### src/rtl/pmu_acc_pkg.sv
package pmu_acc_pkg;

   typedef enum logic [1:0] {
      CAUSE_NONE = 2'd0,
      CAUSE_FAC  = 2'd1,
      CAUSE_EMU  = 2'd2
   } exc_cause_e;

   localparam int CTRL_REGS = 3;  // main, second, auxiliary control

endpackage

### src/rtl/pmu_access_gate.sv
module pmu_access_gate
   import pmu_acc_pkg::*;
#(
   parameter int SEL_W = 4
) (
   input  logic             priv,
   input  logic             is_write,
   input  logic [SEL_W-1:0] sel,
   input  logic [SEL_W-1:0] sel_c5,
   input  logic [SEL_W-1:0] sel_c6,
   input  logic [1:0]       acc,
   output logic             allow,
   output exc_cause_e       cause
);

   logic excluded;
   assign excluded = (acc == 2'b11) && ((sel == sel_c5) || (sel == sel_c6));

   always_comb begin
      allow = 1'b0;
      cause = CAUSE_NONE;
      if (priv) begin
         allow = 1'b1;
      end else if (excluded) begin
         cause = CAUSE_FAC;
      end else if (!is_write) begin
         if (acc == 2'b01) cause = CAUSE_FAC;
         else              allow = 1'b1;
      end else begin
         if (acc[1])             allow = 1'b1;
         else if (acc == 2'b01)  cause = CAUSE_FAC;
         else                    cause = CAUSE_EMU;
      end
   end

endmodule

### src/rtl/pmu_user_mask.sv
module pmu_user_mask #(
   parameter int                DATA_W     = 64,
   parameter int                SEL_W      = 4,
   parameter int                NUM_CNT    = 6,
   parameter logic [DATA_W-1:0] CTL0_UMASK = '1,
   parameter int                FCP_FIRST  = 61,
   parameter int                FCP_STRIDE = 9
) (
   input  logic              priv,
   input  logic [SEL_W-1:0]  sel,
   output logic [DATA_W-1:0] mask
);

   localparam logic [SEL_W-1:0] SEL_CTL0 = SEL_W'(0);
   localparam logic [SEL_W-1:0] SEL_CTL2 = SEL_W'(1);

   logic [DATA_W-1:0] fcp_mask;

   for (genvar b = 0; b < DATA_W; b++) begin : g_bit
      localparam int  DIST = FCP_FIRST - b;
      localparam bit  HIT  = (DIST >= 0) && ((DIST % FCP_STRIDE) == 0) &&
                             ((DIST / FCP_STRIDE) < NUM_CNT);
      assign fcp_mask[b] = HIT;
   end

   always_comb begin
      mask = '1;
      if (!priv) begin
         if (sel == SEL_CTL0)      mask = CTL0_UMASK;
         else if (sel == SEL_CTL2) mask = fcp_mask;
      end
   end

endmodule

### src/rtl/pmu_reg_bank.sv
module pmu_reg_bank #(
   parameter int DATA_W = 64,
   parameter int NREG   = 9,
   parameter int SEL_W  = 4
) (
   input  logic                        clk,
   input  logic                        rst,
   input  logic                        we,
   input  logic [SEL_W-1:0]            sel,
   input  logic [DATA_W-1:0]           wdata,
   input  logic [DATA_W-1:0]           mask,
   output logic [NREG-1:0][DATA_W-1:0] bank
);

   logic [NREG-1:0][DATA_W-1:0] q;

   always_ff @(posedge clk) begin
      if (rst) begin
         q <= '0;
      end else if (we) begin
         for (int i = 0; i < NREG; i++) begin
            if (sel == SEL_W'(i)) q[i] <= (q[i] & ~mask) | (wdata & mask);
         end
      end
   end

   assign bank = q;

endmodule

### src/rtl/pmu_guard.sv
module pmu_guard
   import pmu_acc_pkg::*;
#(
   parameter int DATA_W     = 64,
   parameter int NUM_CNT    = 6,
   parameter int SEL_W      = 4,
   parameter int ACC_LSB    = 18,
   parameter int FRZ_BIT    = 31,
   parameter int AEN_BIT    = 26,
   parameter int AOCC_BIT   = 7,
   parameter int FCP_FIRST  = 61,
   parameter int FCP_STRIDE = 9
) (
   input  logic              clk,
   input  logic              rst,
   input  logic              req_valid,
   input  logic              req_write,
   input  logic [SEL_W-1:0]  req_sel,
   input  logic              priv,
   input  logic [DATA_W-1:0] wdata,
   output logic [DATA_W-1:0] rdata,
   output logic              done,
   output logic              exc_valid,
   output logic [1:0]        exc_cause
);

   localparam int NREG = CTRL_REGS + NUM_CNT;
   localparam logic [SEL_W-1:0] SEL_C5 = SEL_W'(CTRL_REGS + 4);
   localparam logic [SEL_W-1:0] SEL_C6 = SEL_W'(CTRL_REGS + 5);
   localparam logic [DATA_W-1:0] CTL0_UMASK = (DATA_W'(1) << FRZ_BIT) |
                                              (DATA_W'(1) << AEN_BIT) |
                                              (DATA_W'(1) << AOCC_BIT);

   initial begin
      assert (NUM_CNT >= 6) else $error("pmu_guard: NUM_CNT must be at least 6");
      assert ((1 << SEL_W) >= NREG) else $error("pmu_guard: SEL_W too small");
      assert (ACC_LSB + 1 < DATA_W) else $error("pmu_guard: ACC_LSB out of range");
      assert (FCP_FIRST < DATA_W && FCP_FIRST - (NUM_CNT - 1) * FCP_STRIDE >= 0)
         else $error("pmu_guard: freeze bit layout out of range");
   end

   logic [NREG-1:0][DATA_W-1:0] bank;
   logic [1:0]                  acc;
   logic                        sel_ok;
   logic                        allow;
   exc_cause_e                  cause_c;
   logic [DATA_W-1:0]           mask;
   logic                        we;
   logic [DATA_W-1:0]           rd_word;

   assign acc    = bank[0][ACC_LSB +: 2];
   assign sel_ok = int'(req_sel) < NREG;

   pmu_access_gate #(.SEL_W(SEL_W)) u_gate (
      .priv     (priv),
      .is_write (req_write),
      .sel      (req_sel),
      .sel_c5   (SEL_C5),
      .sel_c6   (SEL_C6),
      .acc      (acc),
      .allow    (allow),
      .cause    (cause_c)
   );

   pmu_user_mask #(
      .DATA_W     (DATA_W),
      .SEL_W      (SEL_W),
      .NUM_CNT    (NUM_CNT),
      .CTL0_UMASK (CTL0_UMASK),
      .FCP_FIRST  (FCP_FIRST),
      .FCP_STRIDE (FCP_STRIDE)
   ) u_mask (
      .priv (priv),
      .sel  (req_sel),
      .mask (mask)
   );

   assign we = req_valid && req_write && allow && sel_ok;

   pmu_reg_bank #(.DATA_W(DATA_W), .NREG(NREG), .SEL_W(SEL_W)) u_bank (
      .clk   (clk),
      .rst   (rst),
      .we    (we),
      .sel   (req_sel),
      .wdata (wdata),
      .mask  (mask),
      .bank  (bank)
   );

   always_comb begin
      rd_word = '0;
      for (int i = 0; i < NREG; i++) begin
         if (req_sel == SEL_W'(i)) rd_word = bank[i] & mask;
      end
   end

   always_ff @(posedge clk) begin
      if (rst) begin
         rdata     <= '0;
         done      <= 1'b0;
         exc_valid <= 1'b0;
         exc_cause <= 2'd0;
      end else begin
         done      <= req_valid;
         exc_valid <= req_valid && !allow;
         exc_cause <= (req_valid && !allow) ? cause_c : CAUSE_NONE;
         if (req_valid && !req_write && allow) rdata <= rd_word;
      end
   end


   done_follow_chk: assert property (@(posedge clk) disable iff (rst)
      req_valid |=> done);

   done_idle_chk: assert property (@(posedge clk) disable iff (rst)
      !req_valid |=> !done);

   exc_code_chk: assert property (@(posedge clk) disable iff (rst)
      exc_valid |-> (exc_cause != 2'd0));

   exc_quiet_chk: assert property (@(posedge clk) disable iff (rst)
      !exc_valid |-> (exc_cause == 2'd0));

   refuse_hold_chk: assert property (@(posedge clk) disable iff (rst)
      exc_valid |-> ($stable(bank) && $stable(rdata)));

   priv_noexc_chk: assert property (@(posedge clk) disable iff (rst)
      (req_valid && priv) |=> !exc_valid);

   emu_cause_chk: assert property (@(posedge clk) disable iff (rst)
      (req_valid && !priv && req_write && acc == 2'b00) |=> (exc_cause == 2'd2));

   ctl0_keep_chk: assert property (@(posedge clk) disable iff (rst)
      (req_valid && !priv && req_write && req_sel == '0) |=>
      ((bank[0] & ~CTL0_UMASK) == ($past(bank[0]) & ~CTL0_UMASK)));

endmodule

### config.mk
export PLATFORM = sky130hd
export DESIGN_NAME = pmu_guard
export DESIGN_NICKNAME = d
export VERILOG_FILES = /design/src/rtl/pmu_acc_pkg.sv /design/src/rtl/pmu_access_gate.sv /design/src/rtl/pmu_user_mask.sv /design/src/rtl/pmu_reg_bank.sv /design/src/rtl/pmu_guard.sv
export SDC_FILE = /design/constraint.sdc
export NUM_CORES = 1
export LEC_CHECK = 0
export BUFFER_PORTS_ARGS = -buffer_cell sky130_fd_sc_hd__buf_2
export CELL_PAD_IN_SITES_DETAIL_PLACEMENT = 0
export CELL_PAD_IN_SITES_GLOBAL_PLACEMENT = 1
export CORE_UTILIZATION = 51
export CTS_BUF_LIST = sky130_fd_sc_hd__clkbuf_4
export DETAILED_ROUTE_END_ITERATION = 10
export PLACE_DENSITY = 0.9
export RECOVER_POWER = 25
export SYNTH_ARGS = -nofsm -noshare
export SYNTH_HDL_FRONTEND = slang
export SYNTH_SLANG_ARGS = --single-unit
### constraint.sdc
create_clock -name clk -period 3.4 [get_ports clk]
set_input_delay 0.68 -clock clk [delete_from_list [all_inputs] [get_ports clk]]
set_output_delay 0.68 -clock clk [all_outputs]
set_load 0.02 [all_outputs]
==> flow_metrics.tcl <==
set metrics [dict create \
    viasPerCell 5.94 \
    slew_viol_final 141 \
    yosysWarnings 0 \
    tritoncts "built" \
    syn-cell-area_um2 27800 \
    grt_max_degree 145 \
    drt_first_pass_iters 7 \
    dpl.hpwl_um 51200 \
    fmaxAchievable_ghz 0.346 \
    die-area_um2 55400 \
    seq_area_frac_synth_pct 46.5 \
    cp-startpoint "rst" \
    skew_ns 0.0565 \
    grt_pass1_wl_um 144000 \
    final_hold_viol_count 0 \
    power.leakage_nw 10.8 \
    min_period_ns 2.89 \
    clock_latency_ns 1.07 \
    critPathKind "in2reg" \
    ys_seq_elements 644 \
    core_area_um2 53800 \
    crit_fanout 143 \
    final_common_cell "nand2_1" \
    critPathMaxStageDelay_ns 2.01 \
    clk_path_buf_depth 3 \
    peakVddDrop_mv 0.329 \
    worstPathArrival_ns 3.75 \
    worstMarginPinSlew_ns 2.98 \
    drt_wl_total_um 93200 \
    drive_gt1_share_pct 13.9 \
    nets 3807 \
    status "finished with violations" \
    cts.sinks 644 \
    die_x_um 235 \
    timing.setup.tns_ns 0 \
    synthArstFlopShare_pct 0 \
    grt-ovfl-total 0 \
    worstSetupEndpointType "register" \
    ioPinCount 141 \
    drc_errors 0 \
    worstReg2RegEnd "rdata[32]$_SDFFE_PP0P_" \
    worst-endpoint-required_ns 4.26 \
    synth_edf_count 0 \
    cp-endpoint "exc_valid$_SDFF_PP0_" \
    max_cap_violations 1 \
    htreeDepth 4 \
    drtIter0Drc 2764 \
    path_clk_slew_ns 0.06 \
    routabilityCongestion 0.864 \
    postSynthCellCount 3662 \
    r2r_slack_ns 0.76 \
    cts_root_buf "clkbuf_4" \
    placed_area_um2 28800 \
    io_buffer_count 140 \
    slowest_stage "buf_2" \
    crit_chain "buf_2 > nor2b_1 > nand2b_1 > a21oi_1" \
    grt_util_all_layers_pct 33.0 \
    crit_path_start_kind "input pin" \
    start_util_pct 51.6 \
    syn_avg_cell_area_um2 7.58 \
    hp-class "in2reg" \
    final_cell_mix "1,273 x nand2_1, 644 x dfxtp_1, 611 x a21oi_1" \
    antenna_found_initial 6 \
    stdcell_area_um2 31500 \
    rsz0062_at_grt "false" \
    finalSetupViolations 0 \
    power_density_nw_per_um2 494 \
    grt_pass1_vias 26321 \
    num_vias 26999 \
    fin_hold_ws_ns 0.305 \
    wl_per_cell_um 20.5 \
    synth.distinct_cells 59 \
    antenna_left 0 \
    period_share_pct 85.1 \
    syn_nets 3735 \
    rows 85 \
    violations "max-capacitance violations, max-slew violations" \
    die_h_um 235 \
    ys.flop_type "dfxtp_1" \
    post_cts_buffers 0 \
    numCtsBuffers 172 \
    area_delta_synth_final_pct 13.5 \
    ff2ff_path_depth 6 \
    maxSlewHeadroom_pct -98.4 \
]
timing repair:
item,in CTS,in global routing
hold endpoints to repair,576,0
hold buffers,66,0
resized for setup,0,0
final cells by class:
cell class                 instances  area, um2
sequential                       644      12900
clock inverter                    36        208
multi-input combinational       2627      13300
inverter                           4       17.5
tap                              696        871
antenna                            7       17.5
clock buffer                     247       1850
timing repair buffer             285       2370
fill                            4957      22300
worst min-delay path by stage:
stage | endpoint | startpoint | cells after the start | slack, ns
floorplan | register | register | 2 | 0.43
global placement | register | register | 2 | 0.44
detailed placement | register | register | 2 | 0.44
CTS | register | rst | 2 | 0.15
global route | exc_cause[0]$_SDFF_PP0_ | priv | 4 | 0.26
finish | exc_cause[0]$_SDFF_PP0_ | priv | 4 | 0.31
cell usage after synthesis (11+ instances only):
cell	count	area, um2
nor3_1	22	110
or3_1	39	244
a21boi_0	18	135
buf_1	15	56.3
a2bb2oi_1	18	158
o21ai_0	122	611
nor2_1	79	297
nand2_1	1274	4780
buf_2	109	546
o2bb2ai_1	37	324
a21oi_1	611	3060
buf_4	11	82.6
o22ai_1	64	400
a311oi_1	56	490
clkbuf_1	250	938
mux2_2	22	248
dfxtp_1	644	12900
mux2i_1	58	581
a22oi_1	37	278
o21a_1	24	180
o221ai_1	23	201
a221o_1	40	400
per-layer routing:
metal,up-vias,global-route usage (%),share of wire (%)
met5,-,0,0.021
met3,253,7.79,9.0
met2,1301,53.5,47
li1,12667,-,-
met1,12774,41.0,40
met4,4,16.9,3.9
critical path: cells and delay by family:
family	cells	cell delay (ns)
buffers and inverters	1	2.01
AND/OR/NAND/NOR	2	0.77
AO/OA/AOI/OAI	1	0.14
per-stage QoR:
| stage | instances | power, mW | worst slack, ns | utilization (%) |
|---|---|---|---|---|
| floorplan | 3662 | 8.58 | 1.07 | - |
| global placement | 4190 | 8.96 | 0.416 | 53.5 |
| detailed placement | 4190 | 8.98 | 0.335 | 53.5 |
| CTS | 4539 | 15.6 | 0.884 | 58.6 |
| global route | 4542 | 16.1 | 0.420 | 58.5 |
| finish | 4546 | 15.6 | 0.506 | 58.5 |
power breakdown:
| part | switching [mW] | total [mW] | internal [mW] |
|---|---|---|---|
| Clock | 3.21 | 6.66 | 3.45 |
| Sequential | 0.0408 | 7.66 | 7.62 |
| Combinational | 0.840 | 1.24 | 0.400 |
cell families (layout without fill, tap and decap cells):
group                  after synthesis  in the layout  share of synthesized area (%)
multiplexers                        80             80                           2.98
AND/OR/NAND/NOR                   1463           1463                           21.0
flip-flops                         644            644                           46.5
AO/OA/AOI/OAI                     1084           1084                           23.6
buffers and inverters              391            572                           5.98
other                                0              7                              0
No activity file was read; power rests on OpenSTA's default activity.
